$ cat config.mk
export PLATFORM = sky130hd
export DESIGN_NAME = frame_aligner
export DESIGN_NICKNAME = d
export VERILOG_FILES = /design/src/rtl/fa_pkg.sv /design/src/rtl/fa_window.sv /design/src/rtl/fa_tracker.sv /design/src/rtl/fa_align.sv /design/src/rtl/frame_aligner.sv
export SDC_FILE = /design/constraint.sdc
export NUM_CORES = 1
export LEC_CHECK = 0
export ABC_AREA = 1
export BUFFER_PORTS_ARGS = -buffer_cell sky130_fd_sc_hd__clkbuf_2
export CAP_MARGIN = 0
export CORE_MARGIN = 2
export CORE_UTILIZATION = 56
export CTS_CLUSTER_SIZE = 8
export DETAILED_ROUTE_END_ITERATION = 16
export PLACE_DENSITY = 0.76
export REMOVE_ABC_BUFFERS = 1
export SKIP_CTS_REPAIR_TIMING = 1
export SYNTH_ARGS = -nofsm -noshare
export SYNTH_HDL_FRONTEND = slang
export SYNTH_SLANG_ARGS = --single-unit
$ cat constraint.sdc
create_clock -name clk -period 1.8 [get_ports clk]
set_input_delay 0.27 -clock clk [delete_from_list [all_inputs] [get_ports clk]]
set_output_delay 0.27 -clock clk [all_outputs]
set_load 0.01 [all_outputs]
$ cat src/rtl/fa_pkg.sv
package fa_pkg;
  localparam int NIB_W = 4;
  localparam int PAT_W = 32;
  localparam int WIN_W = PAT_W + NIB_W - 1;
  localparam int OFF_W = $clog2(NIB_W);
  localparam logic [7:0] A1_BYTE = 8'hF6;
  localparam logic [7:0] A2_BYTE = 8'h28;
  localparam logic [PAT_W-1:0] FRAME_WORD = {A1_BYTE, A1_BYTE, A1_BYTE, A2_BYTE};

  typedef enum logic [1:0] {ST_HUNT, ST_CONFIRM, ST_LOCKED} fa_state_e;

  // lowest offset with a hit wins
  function automatic logic [OFF_W-1:0] lowest_hit(input logic [NIB_W-1:0] v);
    logic [OFF_W-1:0] r;
    r = '0;
    for (int i = NIB_W - 1; i >= 0; i--)
      if (v[i]) r = OFF_W'(i);
    return r;
  endfunction

  // window bit 0 is newest; result bit 0 is earliest of the four
  function automatic logic [NIB_W-1:0] take_nibble(input logic [WIN_W-1:0] w,
                                                   input logic [OFF_W-1:0] off);
    logic [NIB_W-1:0] r;
    for (int i = 0; i < NIB_W; i++)
      r[i] = w[int'(off) + NIB_W - 1 - i];
    return r;
  endfunction
endpackage

$ cat src/rtl/fa_window.sv
module fa_window
  import fa_pkg::*;
(
  input  logic             clk,
  input  logic             rst_n,
  input  logic [NIB_W-1:0] rx_nib,
  output logic [WIN_W-1:0] win,
  output logic [NIB_W-1:0] hit
);
  localparam int HIST_W = PAT_W - 1;

  logic [HIST_W-1:0] hist;

  always_comb begin
    win[WIN_W-1:NIB_W] = hist;
    for (int i = 0; i < NIB_W; i++)
      win[NIB_W-1-i] = rx_nib[i];
  end

  for (genvar o = 0; o < NIB_W; o++) begin : g_cmp
    assign hit[o] = (win[o+PAT_W-1 -: PAT_W] == FRAME_WORD);
  end

  always_ff @(posedge clk) begin
    if (!rst_n) hist <= '0;
    else        hist <= win[HIST_W-1:0];
  end
endmodule

$ cat src/rtl/fa_tracker.sv
module fa_tracker
  import fa_pkg::*;
#(
  parameter int FRAME_NIBS = 9720,
  parameter int HITS_REQ   = 3,
  parameter int MISS_MAX   = 4,
  parameter int SYNC_LEN   = 4
) (
  input  logic             clk,
  input  logic             rst_n,
  input  logic             frame_en,
  input  logic [NIB_W-1:0] hit,
  output logic [OFF_W-1:0] lock_off,
  output logic             in_sync,
  output logic             fsync,
  output logic             exp_point,
  output logic             exp_hit
);
  localparam int CNT_W = $clog2(FRAME_NIBS);
  localparam int HIT_W = $clog2(HITS_REQ + 1);
  localparam int MIS_W = $clog2(MISS_MAX + 1);
  localparam int FS_W  = $clog2(SYNC_LEN + 1);

  fa_state_e        state;
  logic [CNT_W-1:0] cnt;
  logic [HIT_W-1:0] hits;
  logic [MIS_W-1:0] misses;
  logic [FS_W-1:0]  fs_cnt;

  assign exp_point = (cnt == CNT_W'(FRAME_NIBS - 1));
  assign exp_hit   = hit[lock_off];
  assign in_sync   = (state == ST_LOCKED);
  assign fsync     = (fs_cnt != '0);

  always_ff @(posedge clk) begin
    if (!rst_n) begin
      state    <= ST_HUNT;
      cnt      <= '0;
      hits     <= '0;
      misses   <= '0;
      fs_cnt   <= '0;
      lock_off <= '0;
    end else begin
      if (fs_cnt != '0) fs_cnt <= fs_cnt - 1'b1;
      if (frame_en) begin
        case (state)
          ST_HUNT: begin
            if (|hit) begin
              lock_off <= lowest_hit(hit);
              cnt      <= '0;
              hits     <= HIT_W'(1);
              state    <= ST_CONFIRM;
            end
          end
          ST_CONFIRM: begin
            if (exp_point) begin
              cnt <= '0;
              if (!exp_hit) state <= ST_HUNT;
              else if (hits == HIT_W'(HITS_REQ - 1)) begin
                state  <= ST_LOCKED;
                misses <= '0;
                fs_cnt <= FS_W'(SYNC_LEN);
              end else hits <= hits + 1'b1;
            end else cnt <= cnt + 1'b1;
          end
          ST_LOCKED: begin
            if (exp_point) begin
              cnt <= '0;
              if (exp_hit) misses <= '0;
              else if (misses == MIS_W'(MISS_MAX - 1)) state <= ST_HUNT;
              else misses <= misses + 1'b1;
            end else cnt <= cnt + 1'b1;
          end
          default: state <= ST_HUNT;
        endcase
      end
    end
  end
endmodule

$ cat src/rtl/fa_align.sv
module fa_align
  import fa_pkg::*;
(
  input  logic             clk,
  input  logic             rst_n,
  input  logic [WIN_W-1:0] win,
  input  logic [OFF_W-1:0] lock_off,
  output logic [NIB_W-1:0] al_nib
);
  always_ff @(posedge clk) begin
    if (!rst_n) al_nib <= '0;
    else        al_nib <= take_nibble(win, lock_off);
  end
endmodule

$ cat src/rtl/frame_aligner.sv
module frame_aligner
  import fa_pkg::*;
#(
  parameter int FRAME_NIBS = 9720,
  parameter int HITS_REQ   = 3,
  parameter int MISS_MAX   = 4,
  parameter int SYNC_LEN   = 4
) (
  input  logic       clk,
  input  logic       rst_n,
  input  logic       frame_en,
  input  logic [3:0] rx_nib,
  output logic [3:0] al_nib,
  output logic       data_valid,
  output logic       frame_sync
);
  logic [WIN_W-1:0] win;
  logic [NIB_W-1:0] hit;
  logic [OFF_W-1:0] lock_off;
  logic             exp_point;
  logic             exp_hit;

  fa_window u_win (
    .clk(clk), .rst_n(rst_n), .rx_nib(rx_nib), .win(win), .hit(hit)
  );

  fa_tracker #(
    .FRAME_NIBS(FRAME_NIBS), .HITS_REQ(HITS_REQ),
    .MISS_MAX(MISS_MAX), .SYNC_LEN(SYNC_LEN)
  ) u_trk (
    .clk(clk), .rst_n(rst_n), .frame_en(frame_en), .hit(hit),
    .lock_off(lock_off), .in_sync(data_valid), .fsync(frame_sync),
    .exp_point(exp_point), .exp_hit(exp_hit)
  );

  fa_align u_aln (
    .clk(clk), .rst_n(rst_n), .win(win), .lock_off(lock_off), .al_nib(al_nib)
  );
endmodule

# Word level (Yosys, flattened, before mapping)
# Cells that the tools add are included.
# Widths: inputs -> output; s select.
[op_classes]
n_addsub = 9
magnitude_cmp = 5
n_mux = 46
eq_ne = 19
reduce_logical = 12
[op_table]
columns = ["operator", "n"]
rows = [
  ["$eq 32x32->1 const B", 4],
  ["$lt 32x8->1 const B", 4],
  ["$sub 32x2->32 const B", 2],
  ["$sub 32x3->32 const B", 2],
  ["$mux 3", 12],
  ["$mux 14", 2],
  ["$mux 2", 14],
  ["$pmux 14 s2", 1],
  ["$bmux 1 s6", 4],
  ["$add 14x1->14 const B", 1],
  ["$eq 14x14->1 const B", 1],
  ["$reduce_and 7->1", 2],
  ["$mux 1", 9],
  ["$ne 2x1->1 const B", 4],
  ["$ne 2x2->1 const B", 4],
  ["$pmux 2 s3", 1],
  ["$pmux 3 s2", 1],
  ["$reduce_and 3->1", 2],
  ["$reduce_and 6->1", 1],
  ["$reduce_bool 2->1", 3],
  ["$add 2x3->4 const B", 1],
  ["$eq 2x2->1 const B", 2],
  ["$pmux 2 s2", 1],
  ["$reduce_or 4->1", 1],
  ["other kinds (12)", 12],
]
[totals]
output_inout_bits = 6
reg_bits = 61
in_bits = 7

# Depth between registers and ports, before layout
# Gate-level depths: netlist (run 1).
[depth]
word_depth = 7
depth_mapped = 14
depth_no_buf = 14

# Cells and area by module
# Synthesis (run 1) repeated with hierarchy kept, for this count alone.
[unflattened]
cells_unflattened = 557
hier_area_um2 = 3614.7
[modules_own_cells]
columns = ["mod", "n_inst", "seq_area_each_um2", "cells_per_inst", "area_per_inst_um2"]
rows = [
  ["fa_tracker", 1, 520.5, 248, 1682.9],
  ["fa_window", 1, 620.6, 212, 1352.5],
  ["fa_align", 1, 80.1, 97, 579.3],
]

# Worst setup path after synthesis (run 1)
# Ideal clock, no wire load.
[synth_path]
path_kind = "flip-flop to flip-flop"
startpoint = "reg u_trk.lock_off[0]"
endpoint = "reg u_aln.al_nib[1]"
n_path_buf = 2
path_stages_with_launch = 13
setup_time_ns = 0.070
setup_slack_ns = -0.192
arrival_time_ns = 1.922
synth_period_minus_slack_ns = 1.992
t_required_ns = 1.730
cell_sequence = "dfxtp_1 buf_2 inv_1 ha_1 clkbuf_2 inv_1 nand2_1 nand2_1 nand2_1 o21ai_0 nor2_1 a311o_1 a21oi_1"
[synth_via]
elab_chain_len = 6
[synth_lines]
columns = ["element", "line", "source"]
rows = [
  ["from (decl)", "fa_tracker.sv:13", "output logic [OFF_W-1:0] lock_off,"],
  ["from (signal assigned)", "fa_tracker.sv:49", "lock_off <= lowest_hit(hit);"],
  ["$add 2x3->4", "fa_pkg.sv:26", "r[i] = w[int'(off) + NIB_W - 1 - i];"],
  ["$sub 32x2->32 (2 in series)", "fa_pkg.sv:26", ""],
  ["$bmux 1 s6", "fa_pkg.sv:26", ""],
  ["$mux 1 (not written as such) (2 in series)", "fa_pkg.sv:26", ""],
  ["to (signal assigned)", "fa_align.sv:12", "else al_nib <= take_nibble(win, lock_off);"],
  ["to (decl)", "fa_align.sv:8", "output logic [NIB_W-1:0] al_nib"],
]
# Every way passes these cells. The select of a mux whose other input is x is not followed.
# A chain may end at the register's enable or synchronous reset.

# Final worst setup path (run 1)
[layout_path]
startpoint = "reg u_win.hist[0]"
endpoint = "reg u_trk.hits[1]"
[layout_via]
elab_chain_len = 5
[layout_lines]
columns = ["element", "line", "source"]
rows = [
  ["from (decl)", "fa_window.sv:12", "logic [HIST_W-1:0] hist;"],
  ["from (signal assigned)", "fa_window.sv:26", "else hist <= win[HIST_W-1:0];"],
  ["$eq 32x32->1", "fa_window.sv:21", "assign hit[o] = (win[o+PAT_W-1 -: PAT_W] == FRAME_WORD);"],
  ["$bmux 1 s2", "fa_tracker.sv:31", "assign exp_hit = hit[lock_off];"],
  ["$mux 1 (not written as such)", "fa_tracker.sv:31", ""],
  ["$ne 2x2->1 (no source line)", "n/a", ""],
  ["$reduce_and 6->1 (no source line) *", "n/a", ""],
  ["to (signal assigned)", "fa_tracker.sv:63", "end else hits <= hits + 1'b1;"],
  ["to (decl)", "fa_tracker.sv:26", "logic [HIT_W-1:0] hits;"],
]
# Mark *: on every way between the ends. The rest lies on a longest branch, timed or not. The select of a mux whose other input is x is not followed.

==> summary.txt, run 1 <==
Timing
  • Max Freq: roughly 0.56 GHz
  • Slew HR: between 60 and 70%
  • Final slew viol count: 0
  • Final period util: 99.6%
  • Min Tclk post-route: 1.79 ns
  • Slew @ Worst Pin: 0.474 ns
  • Hold_ws: 0.121 ns
  • Final hold vios: 0
  • RSZ-0062 raised after global routing: yes
  • Final setup violation count: 0
  • Final worst setup slack: 0.00755 ns
  • Final setup skew: roughly 0.0067 ns

Routing
  • Vias: 4070
  • Final antenna-violating net count: 0
  • First-pass detailed-route iteration total: 11
  • DRC viols: 2
  • WL/cell: roughly 14 um
  • Routed vias/inst: 5.29
  • Drt total wl: between 10000 and 15000 um
  • Initial drt markers: 272

Power and ir drop
  • PwrDens: slightly above 700 nW/um^2
  • Net Sw Frac: 29.1%
  • P_int: 2.39 mW
  • Clk pwr share: between 40% and 50%
  • Static Leakage: 2.11 nW
  • Net Switching: about 0.98 mW
  • Comb power frac: 16.0%
  • Max IR drop VDD: 0.642 mV
  • Seq pwr share: between 40% and 50%

Worst setup path
  • Worst EP required: 2.07 ns
  • CP Buf/Inv Count: 2
  • Slowest library cell on the worst path: dfxtp_2
  • CP peak stage delay: 0.33 ns
  • Critical path launch point type: register
  • Worst Path Max Fanout: 6
  • Crit path capture type: register
  • CP top delay family: simple AND/OR/NAND/NOR gates
  • Crit path kind: reg2reg
  • Worst path arrival time: 2.07 ns
  • CP cell instances: inv_2 -> nand2_1 -> nor2_2 -> buf_4 -> nand2_1 -> nor2_1 -> nand3_1 -> nand3_2 -> nand2_4 -> nor2_2 -> nand3b_1 -> a21oi_1

Floorplanning
  • Die W: about 86 um
  • Initial core utilization: 58.4%
  • Core area: about 6400 sq um
  • Die area: 7370 sq um
  • Ports: 13
  • Core Rows: 29
  • Die height: 85.9 um

Run
  • Max-cap viol count: 0

Layout
  • Commonest non-fill, non-tap cell in the layout: nand2_1
  • Area delta synth->final: 23.8%
  • Final net count: 707
  • Commonest non-fill, non-tap cells in the layout: nand2_1 (200), inv_1 (97), nor2_1 (87)
  • # diodes: 0
  • Finished Layout Cells: slightly below 800
  • Layout cell share with drive strength beyond 1: between 20% and 30%

Place
  • Dpl ws: -0.112 ns
  • RePlAce Congestion: 1.03
  • Detail Placement HPWL: 7600 um
  • Cells after DPL: ~740
  • IO Port Bufs: 12

Synth
  • Yosys cell types: 34
  • Syn. warnings: 0
  • Top post-synthesis cells by area: dfxtp_1 (33%), nand2_1 (21%), inv_1 (10%)
  • Syn Inst Count: 631
  • Seq/Total Area, Yosys: around a third
  • Top_reg_cell synth: dfxtp_1
  • Avg Inst Size Synth: about 5.9 sq um
  • Synthesized area: 3750 sq um
  • Post-synth top area cell: dfxtp_1
  • Ys async rst share: 0%
  • Synth top area share: ~33%
  • Post-synth EDFFs: 0
  • FF+latch count, synth: a little over 60

Global routing
  • Grt ovf: 0
  • M3 GR Usage: under 10%
  • Busiest grt layer: met2
  • Initial antenna violation count: 0
  • First-pass GRT wire length: 16400 um
  • Vias in the first global route: 3603
  • Pin count of the biggest net entering global routing: 44
  • Tot GR Track Use: between 20% and 30%
  • Met1 Usage GRT: 38.9%
  • Met2 Use GR: 44.0%

Status
  • Failing checks: design-rule violations
  • Status: complete, but fails checks

CTS
  • H-tree Lvls: 3
  • CTS clk-pin slew, worst paths: 0.08 ns
  • Number of buffers inserted during clock tree synthesis: 9
  • CTS tree: built
  • Worst skew pair latency: 0.35 ns
  • # clock sinks: 61
  • Clk buf depth: 2
  • Clk root buf: clkbuf_8

Hold path
  • Min-delay worst type: in2reg
routing by layer:
metal,part of all wire (%),up-vias,wire length (um)
met2,46,149,4830
met1,45,1858,4700
met4,1.9,0,200
li1,-,2041,-
met5,0,-,0
met3,7.6,22,795
sequential cells by signal, indices dropped and copies added (netlist names):
signal / cells
u_aln.al_nib: 4
u_trk.cnt: 14
u_trk.fs_cnt: 3
u_trk.hits: 2
u_trk.lock_off: 2
u_trk.misses: 3
u_trk.state: 2
u_win.hist: 31
cell usage after synthesis (5+ instances only):
| library cell | instances |
|---|---|
| a21oi_1 | 24 |
| clkbuf_1 | 7 |
| dfxtp_1 | 61 |
| ha_1 | 13 |
| inv_1 | 104 |
| nand2_1 | 213 |
| nand3_1 | 35 |
| nand3b_1 | 5 |
| nand4_1 | 7 |
| nor2_1 | 99 |
| nor3_1 | 8 |
| o21ai_0 | 15 |
power groups by stage:
| stage | Combinational [mW] | Sequential, mW | Clock [mW] |
|---|---|---|---|
| floorplan | 0.312 | 1.47 | 0 |
| global placement | 0.445 | 1.47 | 0 |
| detailed placement | 0.473 | 1.48 | 0 |
| CTS | 0.477 | 1.45 | 1.40 |
| global route | 0.604 | 1.46 | 1.46 |
| finish | 0.541 | 1.45 | 1.38 |
path summary, 6_finish.rpt:
check / start / end / slack (ns) / depth (start not counted)
worst min-delay path: rx_nib[2] / u_win.hist[1] / 0.12 / 3
worst min register to register: u_win.hist[4] / u_win.hist[8] / 0.45 / 2
worst max-delay path: u_win.hist[0] / u_trk.hits[1] / 0.008 / 12
worst max register to register: u_win.hist[0] / u_trk.hits[1] / 0.008 / 12
worst register-to-register path, cell delays in order (launching register included):
cell,delay (ns)
dfxtp_2,0.33
inv_2,0.08
nand2_1,0.09
nor2_2,0.15
buf_4,0.13
nand2_1,0.04
nor2_1,0.10
nand3_1,0.13
nand3_2,0.13
nand2_4,0.10
nor2_2,0.16
nand3b_1,0.11
a21oi_1,0.18
metrics by stage:
| stage | util [%] | power (mW) | cell area (sq um) | TNS, ns |
|---|---|---|---|---|
| after floorplan | - | 1.78 | 3690 | -0.449 |
| after global placement | 64.0 | 1.92 | 4110 | -0.0226 |
| after detailed placement | 64.0 | 1.95 | 4110 | -0.861 |
| after CTS | 67.4 | 3.32 | 4330 | -1.12 |
| after global routing | 72.3 | 3.52 | 4650 | -1.02 |
| final | 72.3 | 3.38 | 4650 | 0 |
layout make-up:
cell class | count | area (sq um)
inverter | 109 | 414
clock buffer | 9 | 124
multi-input combinational | 449 | 2250
timing repair buffer | 57 | 403
sequential | 61 | 1260
fill | 553 | 1780
clock inverter | 7 | 98.8
tap | 77 | 96.3
cell families (layout without fill, tap and decap cells):
logic type	Yosys count	after routing	synth area share [%]
buffers and inverters	121	182	12.6
xor gates and xnor gates	4	4	0.934
adders and majority gates	13	13	4.33
AOI/OAI and AO/OA	52	52	8.27
and+or+nand+nor	380	380	41.3
DFF	61	61	32.5
Power figures use the tool's default switching activity.
==> inputs of run 2 (changes only) <==
--- a/config.mk
+++ b/config.mk
@@ -5,14 +5,14 @@
 export SDC_FILE = /design/constraint.sdc
 export NUM_CORES = 1
 export LEC_CHECK = 0
-export ABC_AREA = 1
 export BUFFER_PORTS_ARGS = -buffer_cell sky130_fd_sc_hd__clkbuf_2
 export CAP_MARGIN = 0
 export CORE_MARGIN = 2
-export CORE_UTILIZATION = 56
+export CORE_UTILIZATION = 55
 export CTS_CLUSTER_SIZE = 8
 export DETAILED_ROUTE_END_ITERATION = 16
-export PLACE_DENSITY = 0.76
+export GPL_TIMING_DRIVEN = 0
+export PLACE_DENSITY = 0.75
 export REMOVE_ABC_BUFFERS = 1
 export SKIP_CTS_REPAIR_TIMING = 1
 export SYNTH_ARGS = -nofsm -noshare
==> run 2 against run 1 <==
Net effect: the flow finishes with violations (negative setup slack); clock power is 14% lower; non-clock buffer count fell by 13; total power decreased by 13%; critical path type unchanged; highest routed layer unchanged.
==> summary.txt, run 2 <==
Routing
  • DRC viols: 0
  • Initial drt markers: 249
  • Drt total wl: a little under 9000 um
  • Final antenna-violating net count: 0
  • WL/cell: around 19 um
  • First-pass detailed-route iteration total: 5
  • Vias: 2945
  • Routed vias/inst: between 6 and 7

Layout
  • Max reg flops: 31
  • Final net count: 412
  • Commonest non-fill, non-tap cells in the layout: dfxtp_1 (50), and2_1 (34), nor2_1 (34)
  • Layout cell share with drive strength beyond 1: between 30% and 40%
  • # diodes: 0
  • Area delta synth->final: 28.2%
  • Finished Layout Cells: 470
  • Registers with the most flip-flops: u_win.hist x31, u_trk.cnt x14, u_aln.al_nib x4
  • Commonest non-fill, non-tap cell in the layout: dfxtp_1
  • Top reg by flops: u_win.hist

Timing
  • Setup TNS: -9.16 ns
  • Min Tclk post-route: 2.20 ns
  • Slew HR: 45.8%
  • Max Freq: 0.454 GHz
  • RSZ-0062 raised after global routing: yes
  • Final slew viol count: 0
  • Final worst setup slack: -0.402 ns
  • Final setup skew: around 0.010 ns
  • Final setup violation count: 28
  • Slew @ Worst Pin: 0.813 ns
  • Final period util: 122%
  • Final hold vios: 0

Synth
  • Synth top cells by count: dfxtp_1 (61), nor2_1 (37), and2_1 (34)
  • Top post-synthesis cells by area: dfxtp_1 (37%), and2_1 (6.5%), mux4_2 (5.5%)
  • Yosys cell types: 59
  • Seq/Total Area, Yosys: 37.2%
  • Syn. warnings: 0
  • Top_reg_cell synth: dfxtp_1
  • Ys async rst share: 0%
  • Syn Inst Count: 349
  • Post-synth EDFFs: 0
  • FF+latch count, synth: 61
  • Post-synth top area cell: dfxtp_1
  • Avg Inst Size Synth: 9.41 sq um
  • Synth top area share: around 37%
  • Synthesized area: 3280 sq um
  • Most instantiated library cell after synthesis: dfxtp_1

Power and ir drop
  • Net Sw Frac: 25.0%
  • Clk pwr share: 40.7%
  • Net Switching: 0.732 mW
  • Seq pwr share: 49.2%
  • PwrDens: 695 nW/um^2
  • Comb power frac: 10.1%
  • Static Leakage: 1.46 nW
  • P_int: 2.19 mW
  • Max IR drop VDD: 0.690 mV

Floorplanning
  • Die W: about 80 um
  • Ports: 13
  • Die height: 81.3 um
  • Initial core utilization: 56.1%
  • Core Rows: 28
  • Die area: 6610 sq um
  • Core area: 5850 sq um

Worst setup path
  • Worst Path Max Fanout: 7
  • Worst r2r src: u_win.hist[4]
  • Worst EP required: 2.05 ns
  • Worst path arrival time: 2.45 ns
  • Crit path from: u_win.hist[4]
  • Reg2reg path depth: 8
  • Crit path capture type: register
  • Critical path launch point type: register
  • Crit path kind: reg2reg
  • End of the worst register-to-register path: u_trk.cnt[3]
  • CP endpoint: u_trk.cnt[3]
  • R2r setup slk: -0.40 ns

CTS
  • Clk root buf: clkbuf_8
  • Number of buffers inserted during clock tree synthesis: 9
  • # clock sinks: 61
  • Worst skew pair latency: approximately 0.36 ns
  • Clk buf depth: 2
  • H-tree Lvls: 3
  • CTS clk-pin slew, worst paths: 0.07 ns
  • CTS tree: built

Place
  • IO Port Bufs: 12
  • Detail Placement HPWL: about 4800 um
  • Cells after DPL: 423
  • RePlAce Congestion: about 0.9

Status
  • Status: complete, but fails checks
  • Failing checks: negative setup slack

Global routing
  • Initial antenna violation count: 0
  • Grt ovf: 0
  • Pin count of the biggest net entering global routing: 48
  • Tot GR Track Use: 22.7%
  • First-pass GRT wire length: about 11000 um
  • Vias in the first global route: 2404

Hold path
  • Min-delay worst type: in2reg

Run
  • Max-cap viol count: 0
[run 2: cell families after synthesis]
group	synth area share, %
AOI/OAI and AO/OA	8.50
buffers and inverters	3.50
and+or+nand+nor	34.2
muxes	8.69
DFF	37.2
xor gates and xnor gates	2.93
adders and majority gates	4.95
[run 2: metrics by stage]
stage	hold WS, ns	utilization (%)	setup WS (ns)	instance area [sq um]	power, mW
floorplan	0.392	-	-0.808	3220	1.64
global placement	0.452	57.7	-1.25	3380	1.71
detailed placement	0.464	57.8	-1.18	3380	1.73
CTS	0.191	60.9	-1.18	3560	2.89
global route	0.210	71.9	-0.493	4210	3.04
finish	0.193	71.9	-0.402	4210	2.92
[run 2: worst max-delay path: stages, from the launching register on]
cell and delay [ns]:
dfxtp_1 0.35, and4bb_4 0.42, nand4_4 0.17, o22ai_4 0.26
a221oi_4 0.14, or2_4 0.29, o21ai_4 0.26, buf_6 0.16
nor2_1 0.04
[run 2: power groups by stage]
stage               logic [mW]  registers, mW  clock network (mW)
floorplan                0.181           1.46                   0
global placement         0.250           1.46                   0
detailed placement       0.264           1.47                   0
CTS                      0.266           1.44                1.19
global route             0.331           1.44                1.27
finish                   0.294           1.44                1.19
[run 2: layout make-up]
type	instances	area (sq um)
clock buffer	12	145
inverter	14	56.3
multi-input combinational	262	2320
sequential	61	1240
tap	75	93.8
timing repair buffer	44	323
fill	373	1640
clock inverter	2	35.0
[run 2: how the worst min path moves through the flow]
stage,startpoint,endpoint,cells after the start
global placement,u_trk.misses[1],u_trk.misses[1],2
finish,rx_nib[2],u_win.hist[1],2
global route,rx_nib[1],u_win.hist[2],2
detailed placement,u_trk.misses[1],u_trk.misses[1],2
floorplan,rst_n,u_aln.al_nib[3],1
CTS,rx_nib[2],u_win.hist[1],2
[run 2: routing by layer]
metal	up-vias	routed length, um	global-route usage (%)
li1	1362	-	-
met2	128	4130	33.3
met1	1420	3680	31.0
met3	35	573	6.00
met5	-	0	0
met4	0	325	10.7
==> inputs of run 3 (changes only) <==
--- a/config.mk
+++ b/config.mk
@@ -5,12 +5,12 @@
 export SDC_FILE = /design/constraint.sdc
 export NUM_CORES = 1
 export LEC_CHECK = 0
-export BUFFER_PORTS_ARGS = -buffer_cell sky130_fd_sc_hd__clkbuf_2
 export CAP_MARGIN = 0
 export CORE_MARGIN = 2
-export CORE_UTILIZATION = 55
+export CORE_UTILIZATION = 57
 export CTS_CLUSTER_SIZE = 8
 export DETAILED_ROUTE_END_ITERATION = 16
+export DONT_BUFFER_PORTS = 1
 export GPL_TIMING_DRIVEN = 0
 export PLACE_DENSITY = 0.75
 export REMOVE_ABC_BUFFERS = 1
==> run 3 against run 2 <==
Net effect: the run still ends with negative setup slack left; clock skew is 0.0016 ns lower; non-clock buffer count is 14 lower; fmax is 0.85% lower; wire length is 4.7% higher; register-to-register slack worse by 0.02 ns; critical path type unchanged; largest power group unchanged.
==> summary.txt, run 3 (synthesized netlist as in run 2, its figures left out) <==
Worst setup path
  • CP cell instances: nand3b_1 -> nor3_2 -> a221oi_2 -> buf_4 -> nor4b_2 -> xnor2_1 -> nor2_1
  • CP top delay family: simple AND/OR/NAND/NOR gates
  • Worst Path Max Fanout: 6
  • Worst EP required: a little over 2 ns
  • Crit path capture type: register
  • Worst path arrival time: 2.47 ns
  • CP peak stage delay: 0.49 ns
  • Crit path kind: reg2reg
  • CP Buf/Inv Count: 1
  • Slowest library cell on the worst path: dfxtp_1
  • Critical path launch point type: register

Place
  • Placement Cell Area: 3320 sq um
  • Dpl ws: -1.20 ns
  • Cells after DPL: between 400 and 500
  • RePlAce Congestion: 0.885
  • Detail Placement HPWL: 4660 um
  • IO Port Bufs: 0

Floorplanning
  • Initial core utilization: roughly three fifths
  • Ports: 13
  • Die W: 79.9 um
  • Die height: 79.9 um
  • Die area: approximately 6400 sq um
  • Core Rows: 27
  • Core area: roughly 5500 sq um

Layout
  • Layout cell share with drive strength beyond 1: 35.2%
  • Commonest non-fill, non-tap cell in the layout: dfxtp_1
  • Top reg by flops: u_win.hist
  • Registers with the most flip-flops: u_win.hist x31, u_trk.cnt x14, u_aln.al_nib x4
  • Commonest non-fill, non-tap cells in the layout: dfxtp_1 (44), and2_1 (34), nor2_1 (32)
  • Layout Utilization: 76.0%
  • Area delta synth->final: 28.2%
  • Max reg flops: 31
  • # diodes: 0
  • Post-route cell area: 4210 sq um
  • Final net count: 398
  • Finished Layout Cells: 455

Global routing
  • Pin count of the biggest net entering global routing: 48
  • First-pass GRT wire length: 11300 um
  • Grt ovf: 0
  • Tot GR Track Use: 23.0%
  • Initial antenna violation count: 0
  • Vias in the first global route: roughly 2400

Run
  • Max-cap viol count: 0

CTS
  • Number of buffers inserted during clock tree synthesis: 9
  • # clock sinks: 61
  • CTS clk-pin slew, worst paths: 0.07 ns
  • Worst skew pair latency: 0.35 ns
  • CTS tree: built
  • H-tree Lvls: 3
  • Clk root buf: clkbuf_8
  • Clk buf depth: 2

Routing
  • Routed vias/inst: ~6.4
  • First-pass detailed-route iteration total: 6
  • Initial drt markers: 308
  • Final antenna-violating net count: 0
  • Drt total wl: 9110 um
  • DRC viols: 0
  • Vias: just under 3000
  • WL/cell: 20.0 um

Power and ir drop
  • Static Leakage: 1.45 nW
  • PwrDens: 667 nW/um^2
  • Tot Pwr: 2.81 mW
  • Max IR drop VDD: 0.570 mV

Timing
  • Min Tclk post-route: 2.22 ns
  • Final hold vios: 0
  • Slew @ Worst Pin: roughly 0.55 ns
  • RSZ-0062 raised after global routing: yes
  • Final setup skew: 0.00889 ns
  • Final worst setup slack: -0.421 ns
  • Hold_ws: 0.0336 ns
  • Final period util: 123%
  • Final slew viol count: 0
  • Setup TNS: -8.70 ns
  • Slew HR: 62.8%
  • Final setup violation count: 28
  • Max Freq: between 0.4 and 0.5 GHz

Status
  • Status: complete, but fails checks
  • Failing checks: negative setup slack

Hold path
  • Min-delay worst type: in2reg
run 3: area by class of cell:
type	instances	area, sq um
clock buffers	12	155
clock inverters	4	22.5
fillers	344	1330
inverters	14	56.3
multi-input cells	262	2380
flip-flops and latches	61	1250
well taps	72	90.1
repair buffers	30	249
run 3: power by group:
part | total, mW | internal [mW] | switching (mW)
Sequential | 1.44 | 1.39 | 0.0447
Clock | 1.12 | 0.567 | 0.550
Combinational | 0.252 | 0.118 | 0.134
Total | 2.81 | 2.08 | 0.729
run 3: path summary, 6_finish.rpt:
| check | start | to | slack (ns) | cells past startpoint |
|---|---|---|---|---|
| worst max-delay path | u_win.hist[2] | u_trk.cnt[6] | -0.42 | 7 |
| worst min-delay path | rx_nib[1] | u_win.hist[2] | 0.03 | 1 |
| worst max register to register | u_win.hist[2] | u_trk.cnt[6] | -0.42 | 7 |
| worst min register to register | u_trk.misses[1] | u_trk.misses[1] | 0.46 | 2 |
run 3: worst register-to-register path: stages, from the launching register on:
cell      delay (ns)
dfxtp_1         0.49
nand3b_1        0.22
nor3_2          0.47
a221oi_2        0.19
buf_4           0.19
nor4b_2         0.34
xnor2_1         0.16
nor2_1          0.06
run 3: routing by layer:
layer	global-route usage [%]	up-vias	wire (um)
li1	-	1331	-
met1	31.8	1407	3900
met2	34.8	140	4330
met3	4.07	26	659
met4	10.7	0	228
met5	0	-	0
